File: src/rtl/frac_baud_gen.sv
module frac_baud_gen #(
  parameter int N_W      = 4,
  parameter int SEL_W    = 2,
  parameter int UART_OVS = 16,
  parameter int SIO_OVS  = 2
) (
  input  logic               clk,
  input  logic               rst,
  input  logic [(1<<SEL_W)-1:0] tick_in,
  input  logic [SEL_W-1:0]   clk_sel,
  input  logic [N_W-1:0]     div_n,
  input  logic [N_W-1:0]     frac_k,
  input  logic               frac_en,
  input  logic               uart_mode,
  output logic               div_tick,
  output logic               bit_tick
);
  localparam int LW    = N_W + 1;
  localparam int STEPS = 1 << N_W;
  localparam int PCW   = $clog2(UART_OVS > SIO_OVS ? UART_OVS : SIO_OVS);

  logic           sel_tick, last, reload, frac_ok, stretch, cur_uart;
  logic [LW-1:0]  n_eff, inc, sum, next_len, cur_len, cnt;
  logic [N_W-1:0] acc;
  logic [PCW-1:0] pcnt, lim;

  assign sel_tick = tick_in[clk_sel];
  assign n_eff    = (div_n == '0) ? LW'(STEPS) : {1'b0, div_n};
  assign frac_ok  = frac_en && uart_mode && (div_n > N_W'(1));
  assign inc      = LW'(STEPS) - {1'b0, frac_k};
  assign sum      = {1'b0, acc} + inc;
  assign stretch  = frac_ok && sum[N_W];
  assign next_len = n_eff + LW'(stretch);
  assign last     = (cnt == cur_len - LW'(1));
  assign reload   = sel_tick && last;
  assign lim      = cur_uart ? PCW'(UART_OVS - 1) : PCW'(SIO_OVS - 1);

  always_ff @(posedge clk) begin
    if (rst) begin
      cnt      <= '0;
      acc      <= '0;
      cur_len  <= n_eff;
      cur_uart <= uart_mode;
      pcnt     <= '0;
      div_tick <= 1'b0;
      bit_tick <= 1'b0;
    end else begin
      div_tick <= reload;
      bit_tick <= reload && (pcnt >= lim);
      if (reload) begin
        cnt      <= '0;
        cur_len  <= next_len;
        acc      <= frac_ok ? sum[N_W-1:0] : '0;
        cur_uart <= uart_mode;
        pcnt     <= (pcnt >= lim) ? '0 : pcnt + PCW'(1);
      end else if (sel_tick) begin
        cnt <= cnt + LW'(1);
      end
    end
  end
endmodule


File: config.mk
export PLATFORM = sky130hd
export DESIGN_NAME = frac_baud_gen
export DESIGN_NICKNAME = d
export VERILOG_FILES = /design/src/rtl/frac_baud_gen.sv
export SDC_FILE = /design/constraint.sdc
export NUM_CORES = 1
export LEC_CHECK = 0
export ABC_AREA = 0
export BUFFER_PORTS_ARGS = -buffer_cell sky130_fd_sc_hd__buf_2
export CORE_UTILIZATION = 57
export DETAILED_ROUTE_END_ITERATION = 10
export PLACE_DENSITY = 0.79
export SLEW_MARGIN = 0
export SYNTH_ARGS = -nofsm -noshare
export SYNTH_HDL_FRONTEND = slang
export SYNTH_SLANG_ARGS = --single-unit
File: constraint.sdc
create_clock -name clk -period 3.8 [get_ports clk]
set_clock_uncertainty 0.05 [all_clocks]
set_input_delay 0.38 -clock clk [delete_from_list [all_inputs] [get_ports clk]]
set_output_delay 0.38 -clock clk [all_outputs]
set_load 0.02 [all_outputs]
### Yosys cells after proc, flatten, opt, wreduce, memory -nomap -nowiden

Cells that the tools add are included.

* output and inout bits: 2
* memory bits (writable): 0
* latch bits: 0
* memory bits (read-only): 0
* memories: 0
* flip-flop bits (word level): 21
* bits of input ports: 18

* add/sub/neg operators: 6
* multiplexer cells: 10
* equality and inequality tests: 1
* reductions and logical operators: 8
* shifts and indexed selects: 0
* multiply operators: 0
* div/mod/pow operators: 0
* bitwise gates (word level): 0
* $lt $le $gt $ge: 3

Operators with widths (number)
* two-way mux 5 bit: 3
* two-way mux 4 bit: 3
* adder 4 x 5 -> 5 bit: 1
* adder 5 x 1 -> 5 bit: 1
* adder 5 x 1 -> 5 bit, second input constant: 1
* == test 5 bit: 1
* logical AND 1 bit: 5
* subtractor 5 x 1 -> 5 bit, second input constant: 1
* subtractor 5 x 4 -> 5 bit, first input constant: 1
* adder 4 x 1 -> 4 bit, second input constant: 1
* greater-or-equal comparator 4 bit: 1
* greater-than comparator 4 x 1 -> 1 bit, second input constant: 1
* zero test 4 bit: 1
* < comparator 2 x 3 -> 1 bit, second input constant: 1
* two-way mux 1 bit: 3
* binary-select mux 1 bit (select 2 bit): 1
* nonzero test 2 bit: 1
* OR reduction 2 bit: 1

### Longest topological paths before layout

Gate-level depths: netlist (run 1).

* depth in word-level cells: 6
* mapped depth: 11
* mapped depth without buffers: 11

### Least setup slack after synthesis (run 1)

OpenSTA, ideal clock, no wires.

* kind: input to register
* start: in frac_k[0]
* end: reg cur_len[1] (data pin)
* required time: 3.490 ns
* stages: 9
* arrival: 2.008 ns
* setup slack: 1.482 ns
* path buffers: 0
* cell sequence: ha_1 > inv_1 > fa_1 > a21o_1 > a21oi_1 > nor2_1 > ha_1 > ha_1 > mux2_2

* longest elaborated chain between the ends: 6

RTL lines
* start, declared: line 12 `input logic [N_W-1:0] frac_k,`
* subtractor 5 x 4 -> 5 bit: line 30 `assign inc = LW'(STEPS) - {1'b0, frac_k};`
* adder 4 x 5 -> 5 bit: line 31 `assign sum = {1'b0, acc} + inc;`
* logical AND 1 bit: line 32 `assign stretch = frac_ok && sum[N_W];`
* adder 5 x 1 -> 5 bit: line 33 `assign next_len = n_eff + LW'(stretch);`
* two-way mux 5 bit: line 50 `if (reload) begin`
* two-way mux 5 bit: line 39 `if (rst) begin`
* end signal, assigned: line 42 `cur_len <= n_eff;`
* end signal, assigned: line 52 `cur_len <= next_len;`
* end, declared: line 23 `logic [LW-1:0] n_eff, inc, sum, next_len, cur_len, cnt;`

No other way between the ends. The select of a mux whose other input is x is not followed.
A chain may end at the register's enable or synchronous reset.

### Worst setup path in the final report (run 1)

* start: reg cur_len[0]
* end: reg cur_len[3] (enable)

* longest elaborated chain between the ends: 4

RTL lines
* subtractor 5 x 1 -> 5 bit: line 34 `assign last = (cnt == cur_len - LW'(1));`
* == test 5 bit: line 34
* logical AND 1 bit: line 35 `assign reload = sel_tick && last;`
* nonzero test 2 bit (no line)

No other way between the ends.

==> results of run 1 <==
logic make-up after synthesis:
| kind of cell | count (synthesis) |
|---|---|
| buf+inv | 15 |
| mux | 8 |
| flops | 21 |
| simple gates | 52 |
| compound gates | 22 |
| fa+ha+maj | 13 |
| xor+xnor | 10 |
registers in the layout (all words and copies together) (netlist names):
register and cells:
acc 4, cur_len 5, pcnt 4, cnt 5, div_tick 1, cur_uart 1
bit_tick 1
layout make-up:
type                       count  area (um2)
inverter                       9        33.8
clock buffer                   3        22.5
multi-input combinational    105         776
clock inverter                 1        5.00
fill                         191         764
timing repair buffer          19        95.1
tap                           28        35.0
sequential                    21         480
placed cells by master, fill, tap and decap left out, types with 2 or more instances in the layout:
master,instances
buf_2,19
dfxtp_1,15
nor2_1,13
nand2_1,13
ha_1,12
inv_1,9
nand3_1,8
o21ai_0,7
xnor2_1,6
edfxtp_1,6
mux2i_1,5
nor4_1,4
xor2_1,3
clkbuf_4,3
or3_1,2
a21oi_1,2
mux2_2,2
o22ai_1,2
o211ai_1,2
nor3_1,2
nor2b_1,2
o311ai_0,2
layer usage:
| layer | up-vias | routed length, um |
|---|---|---|
| met5 | - | 0 |
| met3 | 4 | 65 |
| met2 | 22 | 1230 |
| met4 | 0 | 27 |
| li1 | 539 | - |
| met1 | 490 | 1160 |
metrics by stage:
stage	setup WS [ps]	instance area (um2)	utilization (%)
final	1260	1450	65.4
after global routing	1010	1450	65.4
after CTS	1260	1450	65.4
after detailed placement	1290	1420	64.2
after global placement	1320	1420	64.2
after floorplan	1480	1330	-
path summary, 6_finish.rpt:
kind                                 start         end  slack [ps]  depth (start not counted)
worst max-delay path            cur_len[0]  cur_len[3]        1260                          6
worst min-delay path             uart_mode    cur_uart         220                          1
worst max register to register  cur_len[0]  cur_len[3]        1260                          6
worst min register to register      acc[2]      acc[2]         420                          2
power by group through the flow:
| stage | clock network (mW) | registers (mW) | logic (mW) |
|---|---|---|---|
| 5_1_grt | 0.124 | 0.248 | 0.0871 |
| 2_1_floorplan | 0 | 0.250 | 0.0596 |
| 3_3_place_gp | 0 | 0.251 | 0.0734 |
| 6_report | 0.111 | 0.246 | 0.0768 |
| 3_5_place_dp | 0 | 0.252 | 0.0767 |
| 4_1_cts | 0.113 | 0.247 | 0.0772 |
==> out/results.ini, run 1 <==
[clock_tree]
post-cts-setup-buffer-count = 0
path_clk_slew_ps = 120
ctsHoldBuffers = 0
cts_resized = 0
cts_root_buf = clkbuf_4
cts-buffers-inserted = 3
htreeDepth = 1
cts.path.max_buffers = 2
clk_latency_ps = 310
cts_tree = done
clock_sinks = 21

[pwr]
combPwrFrac_pct = 17.7
p_int_mw = 0.312
p_clk_share_pct = 25.5
seqPwrFrac_pct = 56.8
static-leakage-power_nw = 0.607
switching_share_pct = 28.0
p_sw_mw = 0.121
power_density_mw_per_mm2 = 300
p_total_mw = 0.434
ir_drop_uv = 174

[logic_synthesis]
async_flop_share_pct = 0
synth_top_family_by_area = simple AND/OR/NAND/NOR gates
synth.area.mux_share_pct = 7.42
synth_edf_count = 6
synth_xor_area_share_pct = 7.14
synthTopCellsByArea = dfxtp_1 (23%), edfxtp_1 (14%), ha_1 (11%)
postSynthCellCount = 141
synth_top_area_share_pct = 22.5
synth_area_mm2 = 0.00133
synth_warnings = 0
yosysTopAreaCell = dfxtp_1
syn-num-nets = 172
synth-simple-area-share_pct = 19.4
ys_types = 41
synth.avg_cell_area_um2 = 9.45
synth-seq-cells = 21
synth_adder_area_share_pct = 12.8
yosys-top-cells-count = dfxtp_1 (15), nand2_1 (13), nor2_1 (13), ha_1 (12), inv_1 (9)
synth-compound-area-share_pct = 11.5
ys.flop_type = dfxtp_1
yosysSeqAreaShare_pct = 36.1
synth.most_common_cell = dfxtp_1

[floorplan]
dieArea_mm2 = 0.00254
core.rowCount = 17
ios = 20
die_h_um = 50.4
die_w_um = 50.4
initial_core_util_pct = 60.2
core_mm2 = 0.00221

[sta]
hold_viol = 0
post-route-period-util_pct = 66.9
rsz0062_at_grt = no
min_period_ps = 2540
max_freq_mhz = 394
tightestPinTransition_ps = 833
relSlewSlack_pct = 43.9
fin_tns_setup_ps = 0
setup_viol = 0
maxSlewViolCount = 0
hold_ws_ps = 216

[global_route]
top_usage_layer = met2
gr-usage-met1_pct = 28.5
antenna_found_initial = 0
track_usage_pct = 22.6
grt_use_met2_pct = 38.4
grt_max_degree = 16
grt_pass1_wl_mm = 4.31
met3_usage_pct = 2.73
overflow = 0
grt_pass1_vias = 1053

[drt]
drtAntennaViolNets = 0
drt_first_pass_iters = 4
vias = 1055
drc = 0
wire_per_inst_um = 13.3
avgViaCountPerCell = 5.67
drtIter0Drc = 13
wl_mm = 2.47

[critical_path]
crit_path_max_incr_delay_ps = 740
slowest_stage = o21ai_0
crit_arrival_ps = 2450
cp_max_fo = 7
crit_buf_inv = 1
cp_cell_sequence = inv_1 > ha_1 > nor3b_1 > xnor2_1 > nand3_1 > o21ai_0
critical_path.top_delay_family = compound AO/OA/AOI/OAI gates
cp.required_ps = 3700
startpoint_type = register
end_kind = register
path_class = reg2reg

[placed_design]
io_buffers = 19
place_inst = 182
place.gp.congestion = 0.742
place_hpwl_mm = 1.89

[final_layout]
nets = 190
areaGrowthSynthToFinish_pct = 8.64
fin_cells = 186
antenna_cells = 0
drive_above_1_share_pct = 19.0

[run_status]
status = complete, no violations

[job]
maxCapViolCount = 0

[worst_hold_path]
min_path_type = in2reg

(Power assumes the default switching activity.)
==> run 2, diff against run 1 <==
--- a/config.mk
+++ b/config.mk
@@ -7,9 +7,9 @@
 export LEC_CHECK = 0
 export ABC_AREA = 0
 export BUFFER_PORTS_ARGS = -buffer_cell sky130_fd_sc_hd__buf_2
-export CORE_UTILIZATION = 57
+export CORE_UTILIZATION = 50
 export DETAILED_ROUTE_END_ITERATION = 10
-export PLACE_DENSITY = 0.79
+export PLACE_DENSITY = 0.73
 export SLEW_MARGIN = 0
 export SYNTH_ARGS = -nofsm -noshare
 export SYNTH_HDL_FRONTEND = slang
==> constraint.sdc (replaced) <==
create_clock -name clk -period 2.14 [get_ports clk]
set_clock_uncertainty 0.05 [all_clocks]
set_input_delay 0.214 -clock clk [delete_from_list [all_inputs] [get_ports clk]]
set_output_delay 0.214 -clock clk [all_outputs]
set_load 0.02 [all_outputs]
==> run 2 against run 1 <==
  * The flow now finishes with violations (setup timing)
  * Sequential power up 78%
  * Clock-buffer cell count up 1
  * Hold slack worse by 150 ps
  * Wire length up 12%
  * Worst setup slack worse by 1300 ps
  * Global-route usage down 0.65 points
  * Sequential share of layout area down 3.0 points
  * Cell area up 10%
  * Critical endpoint is now cur_len[1]
  * Largest power group unchanged
  * Combinational power up 120%
==> out/results.ini, run 2 (synthesis gave the netlist of run 1 again) <==
[clock_tree]
clock_sinks = 21  ; unchanged
ctsHoldBuffers = 0  ; unchanged
htreeDepth = 1  ; unchanged
cts_tree = done  ; unchanged
cts.path.max_buffers = 2  ; unchanged
cts-buffers-inserted = 3  ; unchanged
cts_root_buf = clkbuf_4  ; unchanged
path_clk_slew_ps = 130  ; was 120 ps
clk_latency_ps = 300  ; was 310 ps

[sta]
post-route-period-util_pct = 102  ; was 66.9%
rsz0062_at_grt = yes  ; was no
setup_viol = 1  ; was 0
max_freq_mhz = 459  ; was 394 MHz
setup_ws_ps = -41.0  ; was 1260 ps
maxSlewViolCount = 0  ; unchanged
fin_tns_setup_ps = -41.0  ; was 0 ps
hold_viol = 0  ; unchanged
tightestPinTransition_ps = 394  ; was 833 ps
min_period_ps = 2180  ; was 2540 ps
relSlewSlack_pct = 73.7  ; was 43.9%

[global_route]
grt_max_degree = 16  ; unchanged
antenna_found_initial = 0  ; unchanged
met3_usage_pct = 3.67  ; was 2.73%
grt_use_met2_pct = 39.0  ; was 38.4%
overflow = 0  ; unchanged
gr-usage-met1_pct = 26.2  ; was 28.5%
grt_pass1_vias = 1046  ; was 1053
grt_pass1_wl_mm = 4.51  ; was 4.31 mm
track_usage_pct = 22.0  ; was 22.6%
top_usage_layer = met2  ; unchanged

[pwr]
p_int_mw = 0.580  ; was 0.312 mW
p_sw_mw = 0.228  ; was 0.121 mW
seqPwrFrac_pct = 54.4  ; was 56.8%
switching_share_pct = 28.2  ; was 28.0%
p_clk_share_pct = 24.4  ; was 25.5%
combPwrFrac_pct = 21.3  ; was 17.7%
static-leakage-power_nw = 0.661  ; was 0.607 nW
ir_drop_uv = 275  ; was 174 uV
p_total_mw = 0.808  ; was 0.434 mW
power_density_mw_per_mm2 = 507  ; was 300 mW/mm2

[floorplan]
ios = 20  ; unchanged
initial_core_util_pct = 53.3  ; was 60.2%
core_mm2 = 0.00250  ; was 0.00221 mm2
die_h_um = 53.6  ; was 50.4 um
core.rowCount = 18  ; was 17
dieArea_mm2 = 0.00288  ; was 0.00254 mm2
die_w_um = 53.6  ; was 50.4 um

[final_layout]
antenna_cells = 0  ; unchanged
final_cell_mix = buf_2 (19), dfxtp_1 (14), nor2_1 (13)  ; was buf_2 (19), dfxtp_1 (15), nor2_1 (13), nand2_1 (13), ha_1 (12)
design_area_mm2 = 0.00160  ; was 0.00145 mm2
reg.largest.list = cnt: 5 flops, cur_len: 5 flops  ; unchanged
final_common_cell = buf_2  ; unchanged
areaGrowthSynthToFinish_pct = 19.7  ; was 8.64%
fillers = 203  ; was 191
fin_cells = 196  ; was 186
drive_above_1_share_pct = 31.9  ; was 19.0%
nets = 198  ; was 190

[critical_path]
end_kind = register  ; unchanged
startpoint_type = register  ; unchanged
path_class = reg2reg  ; unchanged
cp_max_fo = 2  ; was 7
cp.required_ps = 2150  ; was 3700 ps
crit_arrival_ps = 2190  ; was 2450 ps

[drt]
drc = 0  ; unchanged
drtIter0Drc = 19  ; was 13
avgViaCountPerCell = 5.59  ; was 5.67
vias = 1096  ; was 1055
wl_mm = 2.78  ; was 2.47 mm
drt_first_pass_iters = 3  ; was 4
wire_per_inst_um = 14.2  ; was 13.3 um
drtAntennaViolNets = 0  ; unchanged

[run_status]
status = finished with violations  ; was complete, no violations
failed_checks = setup timing

[placed_design]
postPlaceCellArea_mm2 = 0.00151  ; was 0.00142 mm2
place_hpwl_mm = 2.13  ; was 1.89 mm
io_buffers = 19  ; unchanged
place.gp.congestion = 0.764  ; was 0.742
place_inst = 191  ; was 182

[worst_hold_path]
min_path_type = in2reg  ; unchanged

[job]
maxCapViolCount = 0  ; unchanged

-- run 2: cell count changes in the layout (fill, tap and decap cells not counted), moves of 2 or more --
cell      previous run  this run
inv_2                0         3
inv_1                9         6
o311ai_0             2         0
ha_1                12         8
o311ai_1             0         2
buf_4                0         8
ha_4                 0         3
-- run 2: worst max-delay path: stages (launching register included) --
cell and delay [ps]:
dfxtp_2 340, inv_2 60, ha_4 130, inv_2 40, fa_2 330, a21o_1 170, a21oi_2 120, nor2_1 60
ha_2 190, ha_4 210, mux2_4 260
-- run 2: metal layers --
layer	vias up	part of all wire, %
met5	-	0
met3	2	2.8
met2	14	53
met4	0	0.68
met1	525	44
li1	555	-
-- run 2: cell type report --
cell class | count | area (um2) | area share, %
repair buffers | 27 | 155 | 9.73
inverters | 9 | 33.8 | 2.12
multi-input cells | 105 | 861 | 54.0
flip-flops and latches | 21 | 482 | 30.2
well taps | 30 | 37.5 | 2.35
clock buffers | 4 | 26.3 | 1.65
-- run 2: power groups by stage --
stage | clock network, mW | registers [mW] | logic (mW)
2_1_floorplan | 0 | 0.444 | 0.110
3_3_place_gp | 0 | 0.446 | 0.152
3_5_place_dp | 0 | 0.447 | 0.159
4_1_cts | 0.195 | 0.438 | 0.161
5_1_grt | 0.207 | 0.442 | 0.192
6_report | 0.197 | 0.439 | 0.172
-- run 2: timing repair --
action                                 CTS  global route
pin swaps                                4             4
buffers inserted                         0             1
gates resized for setup                  1            12
endpoints found under the hold margin    0             0
setup endpoints to repair                2            15
-- run 2: path summary, 6_finish.rpt --
kind / end / cells past startpoint / slack, ps / from
setup / recovery: cur_len[1] / 10 / -40 / acc[0]
hold reg to reg: acc[3] / 2 / 430 / acc[3]
hold / removal: cur_uart / 1 / 70 / uart_mode
setup reg to reg: cur_len[1] / 10 / -40 / acc[0]
-- run 2: metrics by stage --
stage | hold WS, ps | setup WS [ps] | utilization [%]
4_1_cts | 65.0 | -58.1 | 61.6
2_1_floorplan | 263 | -40.0 | -
3_5_place_dp | 381 | -131 | 60.4
3_3_place_gp | 367 | -72.0 | 60.4
6_report | 66.9 | -41.0 | 63.8
5_1_grt | 56.5 | -105 | 63.8
==> run 3, diff against run 2 <==
--- a/config.mk
+++ b/config.mk
@@ -8,6 +8,7 @@
 export ABC_AREA = 0
 export BUFFER_PORTS_ARGS = -buffer_cell sky130_fd_sc_hd__buf_2
 export CORE_UTILIZATION = 50
+export CTS_CLUSTER_DIAMETER = 50
 export DETAILED_ROUTE_END_ITERATION = 10
 export PLACE_DENSITY = 0.73
 export SLEW_MARGIN = 0
==> constraint.sdc (replaced) <==
create_clock -name clk -period 1.8 [get_ports clk]
set_clock_uncertainty 0.05 [all_clocks]
set_input_delay 0.18 -clock clk [delete_from_list [all_inputs] [get_ports clk]]
set_output_delay 0.18 -clock clk [all_outputs]
set_load 0.02 [all_outputs]
==> run 3 against run 2 <==
  * The run still ends with setup timing left
  * Total power up 35%
  * Sequential share of layout area down 5.7 points
  * Worst setup slack got worse by 340 ps
  * Largest power group unchanged
==> out/results.ini, run 3 (synthesis gave the netlist of run 1 again) <==
[global_route]
track_usage_pct = 23.7  ; was 22.0%
grt_pass1_wl_mm = 4.89  ; was 4.51 mm
grt_pass1_vias = 1153  ; was 1046
overflow = 0  ; unchanged
antenna_found_initial = 0  ; unchanged
grt_max_degree = 15  ; was 16

[critical_path]
cp.required_ps = 1830  ; was 2150 ps
r2r_start = acc[0]  ; unchanged
path_class = reg2reg  ; unchanged
r2r_setup_slack_ps = -380  ; was -40 ps
crit_arrival_ps = 2210  ; was 2190 ps
cp_max_fo = 2  ; unchanged
startpoint_type = register  ; unchanged
r2r_end = cur_len[1]  ; unchanged
end_kind = register  ; unchanged
reg2reg_depth = 10  ; unchanged

[drt]
drtAntennaViolNets = 0  ; unchanged
wl_mm = 3.53  ; was 2.78 mm
avgViaCountPerCell = 5.71  ; was 5.59
drc = 0  ; unchanged
drt_first_pass_iters = 4  ; was 3
wire_per_inst_um = 15.9  ; was 14.2 um
drtIter0Drc = 39  ; was 19
vias = 1267  ; was 1096

[floorplan]
die_h_um = 53.6  ; unchanged
core.rowCount = 18  ; unchanged
ios = 20  ; unchanged
initial_core_util_pct = 53.3  ; unchanged
die_w_um = 53.6  ; unchanged
dieArea_mm2 = 0.00288  ; unchanged
core_mm2 = 0.00250  ; unchanged

[sta]
post-route-period-util_pct = 121  ; was 102%
rsz0062_at_grt = yes  ; unchanged
maxSlewViolCount = 0  ; unchanged
relSlewSlack_pct = 64.1  ; was 73.7%
tightestPinTransition_ps = 538  ; was 394 ps
fin_tns_setup_ps = -5440  ; was -41.0 ps
setup_viol = 25  ; was 1
min_period_ps = 2180  ; about the same
max_freq_mhz = 459  ; about the same
setup_ws_ps = -381  ; was -41.0 ps
hold_viol = 0  ; unchanged

[worst_hold_path]
hold-path-endpoint = cur_uart  ; unchanged
min_path_type = in2reg  ; unchanged
holdPathStages = 1  ; unchanged
min_from = uart_mode  ; unchanged

[final_layout]
final_common_cell = buf_4  ; was buf_2
fin_cells = 222  ; was 196
final_cell_mix = buf_4 (26), buf_2 (19), dfxtp_1 (14)  ; was buf_2 (19), dfxtp_1 (14), nor2_1 (13)
reg.largest.list = cnt: 5 flops, cur_len: 5 flops  ; unchanged
drive_above_1_share_pct = 47.9  ; was 31.9%
design_area_mm2 = 0.00197  ; was 0.00160 mm2
areaGrowthSynthToFinish_pct = 47.6  ; was 19.7%
antenna_cells = 0  ; unchanged
nets = 224  ; was 198

[placed_design]
place.gp.congestion = 0.739  ; was 0.764
post-place-ws_ps = -479  ; was -131 ps
place_hpwl_mm = 2.33  ; was 2.13 mm
io_buffers = 19  ; unchanged
postPlaceCellArea_mm2 = 0.00173  ; was 0.00151 mm2
place_inst = 213  ; was 191

[pwr]
static-leakage-power_nw = 0.828  ; was 0.661 nW
ir_drop_uv = 447  ; was 275 uV
power_density_mw_per_mm2 = 555  ; was 507 mW/mm2
p_total_mw = 1.09  ; was 0.808 mW

[clock_tree]
cts_root_buf = clkbuf_4  ; unchanged
cts_tree = done  ; unchanged
path_clk_slew_ps = 130  ; about the same
ctsHoldBuffers = 0  ; unchanged
cts.path.max_buffers = 2  ; unchanged
clock_sinks = 21  ; unchanged
clk_latency_ps = 300  ; about the same
cts-buffers-inserted = 3  ; unchanged
htreeDepth = 1  ; unchanged

[job]
maxCapViolCount = 0  ; unchanged

[run_status]
status = finished with violations  ; unchanged
failed_checks = setup timing  ; unchanged

run 3: changes by cell type in the layout (fill, tap and decap cells not counted), sizes merged:
| cell | change |
|---|---|
| buf | +26 |
| clkbuf | -1 |
| clkinv | +1 |
run 3: how the worst max path moves through the flow:
stage | from | end | cells past startpoint
after floorplan | acc[0] | cur_len[1] | 10
after global placement | acc[0] | cur_len[1] | 10
after detailed placement | acc[0] | cur_len[1] | 10
after CTS | acc[0] | cur_len[1] | 10
after global routing | acc[0] | cur_len[1] | 10
final | acc[0] | cur_len[1] | 10
run 3: repair_timing:
item / 4_1_cts / 5_1_grt
gates resized for setup: 17 / 17
pin swaps: 15 / 12
gates cloned: 0 / 0
buffers inserted: 3 / 6
endpoints found under the setup margin: 24 / 26
run 3: layout make-up:
class	count	area, um2
Clock inverter	1	5.00
Fill cell	156	533
Timing Repair Buffer	53	398
Clock buffer	3	22.5
Inverter	9	33.8
Sequential cell	21	482
Tap cell	30	37.5
Multi-Input combinational cell	105	988
run 3: power breakdown:
part	switching (mW)	leakage (nW)	internal, mW
combinational	0.157	0.629	0.170
sequential	0.0189	0.181	0.505
clock	0.158	0.0177	0.0828
run 3: metal layers:
metal	routed length (um)	track usage, %	vias up
li1	-	-	606
met1	1410	27.4	610
met2	1940	42.5	43
met3	132	4.24	8
met4	51	9.65	0
met5	0	0	-
run 3: per-stage QoR:
stage | hold slack (ps) | utilization, %
floorplan | 229 | -
global placement | 330 | 69.3
detailed placement | 330 | 69.3
CTS | 2.36 | 74.9
global route | 4.78 | 78.7
finish | 19.7 | 78.7
run 3: worst max-delay path, stage by stage (launching register included):
cell	delay [ps]
dfxtp_2	350
inv_2	60
ha_4	120
inv_2	40
fa_2	330
a21o_1	170
a21oi_2	130
nor2_1	50
ha_2	190
ha_4	210
mux2_4	250
